### src/rtl/opdec_pkg.sv
package opdec_pkg;
  localparam int WORD_W  = 16;
  localparam int IMM_W   = 32;
  localparam int MAX_EXT = 2;
  localparam int CNT_W   = $clog2(MAX_EXT + 1);
  localparam int LEN_W   = 4;
  localparam int OP_W    = 6;

  typedef enum logic [OP_W-1:0] {
    OP_ILL   = 6'd0,  OP_ORI   = 6'd1,  OP_ANDI  = 6'd2,  OP_SUBI  = 6'd3,
    OP_ADDI  = 6'd4,  OP_EORI  = 6'd5,  OP_CMPI  = 6'd6,  OP_ORCB  = 6'd7,
    OP_ANDCB = 6'd8,  OP_EORCB = 6'd9,  OP_ORSW  = 6'd10, OP_ANDSW = 6'd11,
    OP_EORSW = 6'd12, OP_BIT   = 6'd13, OP_MOVE  = 6'd14, OP_MISC  = 6'd15,
    OP_RST   = 6'd16, OP_NOP   = 6'd17, OP_STOP  = 6'd18, OP_RTE   = 6'd19,
    OP_RTD   = 6'd20, OP_RTS   = 6'd21, OP_TRPV  = 6'd22, OP_RTR   = 6'd23,
    OP_TRAP  = 6'd24, OP_LINK  = 6'd25, OP_UNLK  = 6'd26, OP_ADDQ  = 6'd27,
    OP_SUBQ  = 6'd28, OP_SCC   = 6'd29, OP_DBCC  = 6'd30, OP_BRA   = 6'd31,
    OP_BSR   = 6'd32, OP_BCC   = 6'd33, OP_MOVQ  = 6'd34, OP_DIVOR = 6'd35,
    OP_SUB   = 6'd36, OP_CMPEO = 6'd37, OP_MULAN = 6'd38, OP_ADD   = 6'd39,
    OP_SHIFT = 6'd40
  } op_e;

  typedef enum logic [2:0] {
    IK_NONE, IK_BYTE, IK_UWORD, IK_SWORD, IK_LONG
  } imm_kind_e;

  typedef enum logic [1:0] {ST_OP, ST_EXT, ST_OUT} dec_state_e;
endpackage

### src/rtl/opdec_classify.sv
module opdec_classify
  import opdec_pkg::*;
(
  input  logic [WORD_W-1:0] word,
  input  logic [1:0]        gen,
  output op_e               op,
  output logic              illegal,
  output logic [CNT_W-1:0]  n_ext,
  output imm_kind_e         kind,
  output logic [IMM_W-1:0]  imm0,
  output logic [1:0]        size
);
  logic bad;
  logic [2:0] qdata;

  assign qdata = word[11:9];

  always_comb begin
    op    = OP_ILL;
    bad   = 1'b0;
    n_ext = '0;
    kind  = IK_NONE;
    imm0  = '0;
    size  = word[7:6];
    unique case (word[15:12])
      4'h0: begin
        if (word[5:0] == 6'b111100) begin
          if (word[7] == 1'b0) begin
            n_ext = CNT_W'(1);
            kind  = word[6] ? IK_UWORD : IK_BYTE;
            unique case (word[11:8])
              4'h0:    op = word[6] ? OP_ORSW  : OP_ORCB;
              4'h2:    op = word[6] ? OP_ANDSW : OP_ANDCB;
              4'hA:    op = word[6] ? OP_EORSW : OP_EORCB;
              default: bad = 1'b1;
            endcase
          end else begin
            bad = 1'b1;
          end
        end else if (word[8]) begin
          op = OP_BIT;
        end else if (word[11:8] == 4'h8) begin
          op    = OP_BIT;
          n_ext = CNT_W'(1);
          kind  = IK_UWORD;
        end else if (word[7:6] != 2'b11) begin
          n_ext = (word[7:6] == 2'b10) ? CNT_W'(2) : CNT_W'(1);
          kind  = (word[7:6] == 2'b10) ? IK_LONG :
                  (word[7:6] == 2'b01) ? IK_UWORD : IK_BYTE;
          unique case (word[11:8])
            4'h0:    op = OP_ORI;
            4'h2:    op = OP_ANDI;
            4'h4:    op = OP_SUBI;
            4'h6:    op = OP_ADDI;
            4'hA:    op = OP_EORI;
            4'hC:    op = OP_CMPI;
            default: bad = 1'b1;
          endcase
        end else begin
          bad = 1'b1;
        end
      end
      4'h1: begin op = OP_MOVE; size = 2'b00; end
      4'h2: begin op = OP_MOVE; size = 2'b10; end
      4'h3: begin op = OP_MOVE; size = 2'b01; end
      4'h4: begin
        if (word[11:4] == 8'hE7) begin
          if (word[3]) begin
            op = OP_MISC;
          end else begin
            op = op_e'(6'd16 + {3'b000, word[2:0]});
            if (word[2:0] == 3'd2) begin
              n_ext = CNT_W'(1);
              kind  = IK_UWORD;
            end else if (word[2:0] == 3'd4) begin
              n_ext = CNT_W'(1);
              kind  = IK_SWORD;
              bad   = (gen == 2'd0);
            end
          end
        end else if (word[11:4] == 8'hE4) begin
          op   = OP_TRAP;
          imm0 = IMM_W'(word[3:0]);
        end else if (word[11:4] == 8'hE5) begin
          if (word[3]) begin
            op = OP_UNLK;
          end else begin
            op    = OP_LINK;
            n_ext = CNT_W'(1);
            kind  = IK_SWORD;
          end
        end else begin
          op = OP_MISC;
        end
      end
      4'h5: begin
        if (word[7:6] != 2'b11) begin
          op   = word[8] ? OP_SUBQ : OP_ADDQ;
          imm0 = (qdata == 3'd0) ? IMM_W'(8) : IMM_W'(qdata);
        end else if (word[5:3] == 3'b001) begin
          op    = OP_DBCC;
          n_ext = CNT_W'(1);
          kind  = IK_SWORD;
        end else begin
          op = OP_SCC;
        end
      end
      4'h6: begin
        op = (word[11:8] == 4'h0) ? OP_BRA :
             (word[11:8] == 4'h1) ? OP_BSR : OP_BCC;
        if (word[7:0] == 8'h00) begin
          n_ext = CNT_W'(1);
          kind  = IK_SWORD;
        end else if (word[7:0] == 8'hFF && gen >= 2'd2) begin
          n_ext = CNT_W'(2);
          kind  = IK_LONG;
        end else begin
          imm0 = {{(IMM_W-8){word[7]}}, word[7:0]};
        end
      end
      4'h7: begin
        if (word[8]) begin
          bad = 1'b1;
        end else begin
          op   = OP_MOVQ;
          imm0 = {{(IMM_W-8){word[7]}}, word[7:0]};
        end
      end
      4'h8: op = OP_DIVOR;
      4'h9: op = OP_SUB;
      4'hB: op = OP_CMPEO;
      4'hC: op = OP_MULAN;
      4'hD: op = OP_ADD;
      4'hE: op = OP_SHIFT;
      default: bad = 1'b1;
    endcase
    if (bad) begin
      op    = OP_ILL;
      n_ext = '0;
      kind  = IK_NONE;
      imm0  = '0;
    end
    illegal = bad;
  end
endmodule

### src/rtl/opdec_imm_shape.sv
module opdec_imm_shape
  import opdec_pkg::*;
(
  input  imm_kind_e         kind,
  input  logic [WORD_W-1:0] hi,
  input  logic [WORD_W-1:0] lo,
  input  logic [IMM_W-1:0]  imm0,
  output logic [IMM_W-1:0]  imm
);
  always_comb begin
    unique case (kind)
      IK_BYTE:  imm = {{(IMM_W-8){1'b0}}, lo[7:0]};
      IK_UWORD: imm = {{(IMM_W-WORD_W){1'b0}}, lo};
      IK_SWORD: imm = {{(IMM_W-WORD_W){lo[WORD_W-1]}}, lo};
      IK_LONG:  imm = {hi, lo};
      default:  imm = imm0;
    endcase
  end
endmodule

### src/rtl/opcode_stream_decoder.sv
module opcode_stream_decoder
  import opdec_pkg::*;
(
  input  logic              clk,
  input  logic              rst_n,
  input  logic [1:0]        gen,
  input  logic              in_valid,
  input  logic [WORD_W-1:0] in_word,
  output logic              in_ready,
  output logic              out_valid,
  input  logic              out_ready,
  output logic [OP_W-1:0]   rec_op,
  output logic [1:0]        rec_size,
  output logic [3:0]        rec_cond,
  output logic [2:0]        rec_rx,
  output logic [2:0]        rec_ry,
  output logic [2:0]        rec_ea_mode,
  output logic [IMM_W-1:0]  rec_imm,
  output logic [LEN_W-1:0]  rec_len,
  output logic              rec_illegal
);
  // reset: asserted asynchronously, released on a clock edge
  logic [1:0] rst_pipe;
  logic       rst_ni;
  always_ff @(posedge clk or negedge rst_n) begin
    if (!rst_n) rst_pipe <= '0;
    else        rst_pipe <= {rst_pipe[0], 1'b1};
  end
  assign rst_ni = rst_pipe[1];

  op_e              cls_op;
  logic             cls_ill;
  logic [CNT_W-1:0] cls_n;
  imm_kind_e        cls_kind;
  logic [IMM_W-1:0] cls_imm0;
  logic [1:0]       cls_size;

  opdec_classify u_cls (
    .word(in_word), .gen(gen), .op(cls_op), .illegal(cls_ill),
    .n_ext(cls_n), .kind(cls_kind), .imm0(cls_imm0), .size(cls_size)
  );

  dec_state_e       state_q, state_d;
  op_e              op_q;
  logic             ill_q;
  imm_kind_e        kind_q;
  logic [CNT_W-1:0] left_q, left_d;
  logic [WORD_W-1:0] acc_q;
  logic [IMM_W-1:0] imm_q, imm_d, shaped;
  logic [LEN_W-1:0] len_q, len_d;
  logic [1:0]       size_q;
  logic [9:0]       fld_q;
  logic             take_w, load_op, load_ext, load_imm;

  opdec_imm_shape u_shape (
    .kind(kind_q), .hi(acc_q), .lo(in_word), .imm0(imm_q), .imm(shaped)
  );

  assign in_ready = (state_q != ST_OUT);
  assign take_w   = in_valid && in_ready;
  assign load_op  = take_w && (state_q == ST_OP);
  assign load_ext = take_w && (state_q == ST_EXT);

  always_comb begin
    state_d  = state_q;
    left_d   = left_q;
    imm_d    = imm_q;
    len_d    = len_q;
    load_imm = 1'b0;
    unique case (state_q)
      ST_OP: if (load_op) begin
        left_d   = cls_n;
        imm_d    = cls_imm0;
        load_imm = 1'b1;
        len_d    = LEN_W'({cls_n, 1'b0}) + LEN_W'(2);
        state_d  = (cls_n == '0) ? ST_OUT : ST_EXT;
      end
      ST_EXT: if (load_ext) begin
        left_d = left_q - CNT_W'(1);
        if (left_q == CNT_W'(1)) begin
          imm_d    = shaped;
          load_imm = 1'b1;
          state_d  = ST_OUT;
        end
      end
      ST_OUT: if (out_ready) state_d = ST_OP;
      default: state_d = ST_OP;
    endcase
  end

  always_ff @(posedge clk or negedge rst_ni) begin
    if (!rst_ni) begin
      state_q <= ST_OP;
      left_q  <= '0;
      len_q   <= LEN_W'(2);
      imm_q   <= '0;
      acc_q   <= '0;
      op_q    <= OP_ILL;
      ill_q   <= 1'b0;
      kind_q  <= IK_NONE;
      size_q  <= '0;
      fld_q   <= '0;
    end else begin
      state_q <= state_d;
      left_q  <= left_d;
      len_q   <= len_d;
      if (load_imm) imm_q <= imm_d;
      if (load_ext) acc_q <= in_word;
      if (load_op) begin
        op_q   <= cls_op;
        ill_q  <= cls_ill;
        kind_q <= cls_kind;
        size_q <= cls_size;
        fld_q  <= {in_word[11:8], in_word[5:0]};
      end
    end
  end

  assign out_valid   = (state_q == ST_OUT);
  assign rec_op      = op_q;
  assign rec_illegal = ill_q;
  assign rec_size    = size_q;
  assign rec_cond    = fld_q[9:6];
  assign rec_rx      = fld_q[9:7];
  assign rec_ea_mode = fld_q[5:3];
  assign rec_ry      = fld_q[2:0];
  assign rec_imm     = imm_q;
  assign rec_len     = len_q;

  assert_full_blocks_input_R3: assert property (@(posedge clk) disable iff (!rst_ni)
    out_valid |-> !in_ready);
  assert_record_held_R3: assert property (@(posedge clk) disable iff (!rst_ni)
    out_valid && !out_ready |=> out_valid && $stable(rec_op) && $stable(rec_imm)
                                 && $stable(rec_len) && $stable(rec_illegal));
  assert_illegal_short_R2: assert property (@(posedge clk) disable iff (!rst_ni)
    out_valid && rec_illegal |-> rec_len == LEN_W'(2) && rec_imm == '0);
  assert_len_range_R12: assert property (@(posedge clk) disable iff (!rst_ni)
    out_valid |-> !rec_len[0] && rec_len >= LEN_W'(2) && rec_len <= LEN_W'(2 + 2*MAX_EXT));
  assert_valid_after_word_R12: assert property (@(posedge clk) disable iff (!rst_ni)
    $rose(out_valid) |-> $past(in_valid && in_ready));
endmodule

### config.mk
export PLATFORM = sky130hd
export DESIGN_NAME = opcode_stream_decoder
export DESIGN_NICKNAME = d
export VERILOG_FILES = /design/src/rtl/opdec_pkg.sv /design/src/rtl/opdec_classify.sv /design/src/rtl/opdec_imm_shape.sv /design/src/rtl/opcode_stream_decoder.sv
export SDC_FILE = /design/constraint.sdc
export NUM_CORES = 1
export LEC_CHECK = 0
export ABC_AREA = 1
export BUFFER_PORTS_ARGS = -buffer_cell sky130_fd_sc_hd__buf_2
export CAP_MARGIN = 20
export CORE_MARGIN = 2
export CORE_UTILIZATION = 40
export CTS_CLUSTER_DIAMETER = 30
export DETAILED_ROUTE_END_ITERATION = 7
export PLACE_DENSITY_LB_ADDON = 0.15
export SLEW_MARGIN = 20
export SYNTH_ARGS = -nofsm -noshare
export SYNTH_HDL_FRONTEND = slang
export SYNTH_SLANG_ARGS = --single-unit
### constraint.sdc
create_clock -name clk -period 3.85 [get_ports clk]
set_input_delay 0.1925 -clock clk [delete_from_list [all_inputs] [get_ports clk]]
set_output_delay 0.1925 -clock clk [all_outputs]
set_load 0.01 [all_outputs]
== After elaboration in Yosys (flattened, before gate mapping) ==
Cells that the tools add are included.
Storage, ports and cells
  register bits: 80
  bits in latches: 0
  bits in writable memories: 0
  ROM bits: 0
  bits of input ports: 22
  output and inout bits: 60
  memories: 0
Cells by class
  add/sub/neg operators: 3
  multiply operators: 0
  divide/modulo/power cells: 0
  order comparisons: 1
  eq/ne operators: 44
  shift operators: 0
  mux-type cells: 104
  bitwise gates (word level): 0
  reduce and logical (&&, ||, !) cells: 20
Operators with widths (count)
  2-to-1 mux 32 bit: 9
  one-hot mux 32 bit (4 select lines): 2
  2-to-1 mux 6 bit: 12
  one-hot mux 6 bit (12 select lines): 1
  one-hot mux 32 bit (2 select lines): 1
  2-to-1 mux 2 bit: 29
  2-to-1 mux 3 bit: 17
  == test 4 bit (second input constant): 9
  == test 8 bit (second input constant): 4
  == test 4 x 3 -> 1 bit (second input constant): 6
  2-to-1 mux 1 bit: 20
  one-hot mux 3 bit (6 select lines): 1
  one-hot mux 6 bit (3 select lines): 1
  == test 4 x 2 -> 1 bit (second input constant): 3
  2-to-1 mux 4 bit: 3
  one-hot mux 2 bit (3 select lines): 2
  one-hot mux 3 bit (4 select lines): 1
  OR reduction 11 bit: 1
  == test 3 x 2 -> 1 bit (second input constant): 3
  == test 4 x 1 -> 1 bit (second input constant): 2
  logical NOT 4 bit: 2
  logical NOT 8 bit: 1
  != test 2 bit (second input constant): 4
  one-hot mux 2 bit (4 select lines): 1
  other kinds (25): 37

== Depth between registers and ports, before layout ==
  word-level depth: 13
  mapped depth: 14
  depth with buffers taken out: 14

== Cells and area by module ==
From an unflattened synthesis, not the netlist that was laid out.
Unflattened totals
  cell total of the unflattened synthesis: 913
  area total of the unflattened synthesis: 5829.3 um^2
By module, submodules not included
  opcode_stream_decoder: times used 1, cells an instance 452, area each 3535.9 um^2, sequential area each 1978.1 um^2
  opdec_classify: times used 1, cells an instance 257, area each 1361.3 um^2, sequential area each 0.0 um^2
  opdec_imm_shape: times used 1, cells an instance 204, area each 932.1 um^2, sequential area each 0.0 um^2

== Worst setup path before layout ==
No wires, ideal clock.
  path type: input port to flip-flop
  start point: input in_word[1]
  end point: register state_q[0]
  arrival time: 1595 ps
  data required time: 3746 ps
  path slack: 2151 ps
  stages: 13
  path through: buf_2 > nor2_4 > nand3_2 > inv_2 > nor2_2 > nand2_1 > nand2_1 > nand2_2 > nand3_2 > ha_1 > nor2_1 > nor2_1 > a221oi_1
On the way
  word-level cells in the longest chain between the ends: 11
  elaborated cells on any way between the ends: 25
RTL lines
  start: declaration: line opcode_stream_decoder.sv:8  | input logic [WORD_W-1:0] in_word,
  == test 3 bit: line opdec_classify.sv:75  | end else if (word[2:0] == 3'd4) begin
  2-to-1 mux 1 bit: line opdec_classify.sv:75
  2-to-1 mux 2 bit / 2-to-1 mux 1 bit (equally long branches): line opdec_classify.sv:72  | if (word[2:0] == 3'd2) begin
  2-to-1 mux 2 bit / 2-to-1 mux 1 bit (equally long branches): line opdec_classify.sv:68  | if (word[3]) begin
  2-to-1 mux 2 bit / 2-to-1 mux 1 bit (equally long branches): line opdec_classify.sv:67  | if (word[11:4] == 8'hE7) begin
  one-hot mux 2 bit (4 select lines) / one-hot mux 1 bit (4 select lines) (equally long branches): line opdec_classify.sv:25  | unique case (word[15:12])
  2-to-1 mux 2 bit (*): line opdec_classify.sv:137  | if (bad) begin
  logical NOT 2 bit (*): line opcode_stream_decoder.sv:76  | state_d = (cls_n == '0) ? ST_OUT : ST_EXT;
  2-to-1 mux 2 bit (*): line opcode_stream_decoder.sv:76
  2-to-1 mux 2 bit (*): line opcode_stream_decoder.sv:71  | ST_OP: if (load_op) begin
  one-hot mux 2 bit (3 select lines) (*): line opcode_stream_decoder.sv:70  | unique case (state_q)
  end signal: assignment: line opcode_stream_decoder.sv:104  | state_q <= state_d;
  end: declaration: line opcode_stream_decoder.sv:43  | dec_state_e state_q, state_d;
Mark *: on every way between the ends. The rest lies on a longest branch, timed or not. The select of a mux whose other input is x is not followed.
A chain may end at the register's enable or synchronous reset.

== Worst setup path after layout ==
  start point: register kind_q[1]
  end point: register imm_q[19], in the netlist rec_imm[19]
On the way
  word-level cells in the longest chain between the ends: 5
  elaborated cells on any way between the ends: 10
RTL lines
  start: declaration: line opcode_stream_decoder.sv:46  | imm_kind_e kind_q;
  start signal: assignment: line opcode_stream_decoder.sv:112  | kind_q <= cls_kind;
  == test 3 bit (tied with other cells): line opdec_imm_shape.sv:11  | unique case (kind)
  one-hot mux 32 bit (4 select lines): line opdec_imm_shape.sv:11
  2-to-1 mux 32 bit: line opcode_stream_decoder.sv:80  | if (left_q == CNT_W'(1)) begin
  2-to-1 mux 32 bit: line opcode_stream_decoder.sv:78  | ST_EXT: if (load_ext) begin
  one-hot mux 32 bit (2 select lines): line opcode_stream_decoder.sv:70
  end signal: assignment: line opcode_stream_decoder.sv:107  | if (load_imm) imm_q <= imm_d;
  end: declaration: line opcode_stream_decoder.sv:49  | logic [IMM_W-1:0] imm_q, imm_d, shaped;
Several ways; a longest one is shown, not always the timed one. The select of a mux whose other input is x is not followed.

==> flow_metrics.tcl <==
set metrics [dict create \
    synthTopCellsByArea "sky130_fd_sc_hd__dfrtp_1, sky130_fd_sc_hd__nand2_1, sky130_fd_sc_hd__o21ai_0" \
    cts.sinks 79 \
    cts_max_path_buffers 2 \
    post_synth.cell_area_avg_um2 7.60 \
    grt_max_degree 78 \
    drt-wirelength-per-cell_um 16.1 \
    setup_slack_after_layout_ns 1.38 \
    layout.cells.most_common_list "sky130_fd_sc_hd__nand2_1, sky130_fd_sc_hd__buf_2, sky130_fd_sc_hd__dfrtp_1" \
    grt.overflow.total 0 \
    final_max_tran_viols 0 \
    ir_drop_mv 0.386 \
    global_route_wire_length_before_repair_um 21800 \
    yosys.cell_types.count 41 \
    drcViolationCount 0 \
    finClkSkew_ns 0.00574 \
    ant_nets 0 \
    flow.area_growth_from_synthesis_pct 16.3 \
    synth_cells 612 \
    syn_nets 637 \
    synth.cell_area_um2 4650 \
    die_height_um 112 \
    drive_gt1_frac 0.262 \
    num_rows 39 \
    globalplace.congestion 0.927 \
    number_of_antenna_violations_at_the_first_check_in_global_routing 0 \
    die-width_um 112 \
    worst_slew_margin_rel 0.401 \
    timing.final.crit_period_ns 2.47 \
    post_dp_cell_area_um2 5070 \
    cts.root.buffer_cell "sky130_fd_sc_hd__clkbuf_16" \
    first_global_vias 4163 \
    fillers 1194 \
    setup_total_negative_slack_ns 0 \
    mostFrequentLayoutCell "sky130_fd_sc_hd__nand2_1" \
    core-area_um2 11400 \
    timing.hold.worst.start "out_ready" \
    power.leakage_nw 2.64 \
    critical_path_launch_point_type "flop" \
    worstReg2RegEnd "rec_imm[19]" \
    vias_per_cell 5.16 \
    power-per-cell-area_nw_per_um2 674 \
    cp.arrival_ns 2.74 \
    routed-via-count 4240 \
    netlist.top_cell.by_area "sky130_fd_sc_hd__dfrtp_1" \
    pin_count 82 \
    hp-class "in -> reg" \
    tightestPinTransition_ns 0.896 \
    drtIter0Drc 221 \
    num-nets-final 700 \
    critical_path_class "reg -> reg" \
    place_worst_setup_slack_ns 1.25 \
    cts_inserted_buffers 9 \
    number_of_cells_on_the_worst_hold_path 3 \
    synth_warnings 0 \
    dp_hpwl_um 9680 \
    rr_worst_depth 8 \
    post-synth-top-area-fraction 0.420 \
    htreeDepth 3 \
    layout.core_utilization 0.476 \
    cts_post_setup_buffers_inserted 0 \
    report.final.setup_viol 0 \
    reg2reg_slack_ns 1.38 \
    share_of_synthesized_area_occupied_by_flip_flops_and_latches 0.425 \
    initial_drt_pass_iterations 5 \
    post-route-cell-area_um2 5410 \
    worst_hold_path.endpoint "state_q[1]" \
    fmax_ghz 0.405 \
    max_cap_violations 0 \
    cts_tree "done" \
    clock_latency_ns 0.35 \
    critical_path.reg2reg.startpoint "kind_q[1]" \
    hold_violations 0 \
    drt-total-wl_um 13300 \
    period_utilisation_layout 0.641 \
    path_clk_slew_ns 0.06 \
    rsz0062_at_grt "no" \
    ant_diodes 0 \
    total_die_area_um2 12500 \
    worst_ep_required_time_ns 4.12 \
    initial_util 0.409 \
    cts-resized-gates 0 \
    critical_path.endpoint_type "flop" \
    outcome "finished, final reports clean" \
    globalRouteTotalUtil 0.221 \
    worstPathMaxFanout 33 \
    port_buffers 80 \
    ys_ff_latch 79 \
]
## cell families after synthesis
family / after synthesis / synth area share
and+or+nand+nor: 285 / 0.282
buffers and inverters: 97 / 0.0909
other: 2 / 0.00161
DFF: 79 / 0.425
AOI/OAI and AO/OA: 146 / 0.192
adders and majority gates: 3 / 0.00807
## cell usage after synthesis (all sizes together)
| master | number |
|---|---|
| nand2 | 146 |
| nor2 | 81 |
| dfrtp | 78 |
| a21oi | 68 |
| inv | 64 |
| o21ai | 57 |
| nand3 | 44 |
| buf | 21 |
| clkbuf | 11 |
| nand4 | 6 |
| nor3 | 5 |
| o22ai | 5 |
| ha | 3 |
| o2111ai | 3 |
| o21a | 3 |
| a211oi | 2 |
| conb | 2 |
| nand3b | 2 |
| o211ai | 2 |
| o221ai | 2 |
| o31ai | 2 |
| a221oi | 1 |
| a31oi | 1 |
| clkinv | 1 |
| dfstp | 1 |
| or2 | 1 |
## where the power goes
group	switching, W	leakage (nW)	total, W	internal, W
Sequential	0.000201	0.977	0.00140	0.00120
Combinational	0.000851	1.52	0.00138	0.000526
Clock	0.000333	0.145	0.000866	0.000533
## stage by stage
step | power (W) | std cells | hold slack (ns)
after floorplan | 0.00232 | 612 | -0.103
after global placement | 0.00276 | 805 | -0.0224
after detailed placement | 0.00280 | 805 | -0.0204
after CTS | 0.00368 | 821 | 0.131
after global routing | 0.00392 | 822 | 0.152
final | 0.00364 | 822 | 0.140
## sequential cells by signal, summed over array words and instances (netlist names)
register / count
rst_pipe: 2
rec_len: 3
rec_illegal: 1
rec_size: 2
state_q: 2
left_q: 2
rec_op: 6
kind_q: 3
acc_q: 16
rec_imm: 32
fld_q: 10
## worst max-delay path, stage by stage, from the launching register on
cell and delay, ns:
sky130_fd_sc_hd__dfrtp_1 0.40, sky130_fd_sc_hd__inv_1 0.08, sky130_fd_sc_hd__nand3_1 0.41, sky130_fd_sc_hd__nand3_1 0.24, sky130_fd_sc_hd__nand2_1 0.06, sky130_fd_sc_hd__buf_4 0.23
sky130_fd_sc_hd__inv_1 0.69, sky130_fd_sc_hd__nor2_1 0.13, sky130_fd_sc_hd__a21oi_2 0.14
## how the worst max path moves through the flow
stage | start | end | slack [ns] | depth (start not counted)
after global routing | kind_q[1] | rec_imm[3] | 1.13 | 8
after detailed placement | in_word[8] | state_q[0] | 1.25 | 13
final | kind_q[1] | rec_imm[19] | 1.38 | 8
after floorplan | rst_pipe[1] | acc_q[0] | 1.49 | 0
after global placement | in_word[8] | state_q[0] | 1.27 | 13
after CTS | kind_q[1] | rec_imm[3] | 1.36 | 8
## layer usage
| layer | up-vias | global-route usage | wire length, um |
|---|---|---|---|
| met5 | - | 0 | 0 |
| met4 | 0 | 0.0889 | 277 |
| met3 | 19 | 0.0386 | 598 |
| met2 | 109 | 0.345 | 5980 |
| met1 | 1987 | 0.307 | 6420 |
| li1 | 2125 | - | - |
## what timing repair did
item / CTS / global route
endpoints found under the hold margin: 2 / 0
hold buffers: 1 / 0
setup endpoints to repair: 0 / 0
## area by class of cell
class / count / area (um2) / area share
Tap cell: 143 / 179 / 0.0331
Clock inverter: 3 / 42.5 / 0.00786
Inverter: 65 / 245 / 0.0453
Multi-Input combinational cell: 436 / 2250 / 0.416
Clock buffer: 12 / 256 / 0.0474
Timing Repair Buffer: 84 / 453 / 0.0837
Sequential cell: 79 / 1980 / 0.366
No activity file was read; power rests on OpenSTA's default activity.
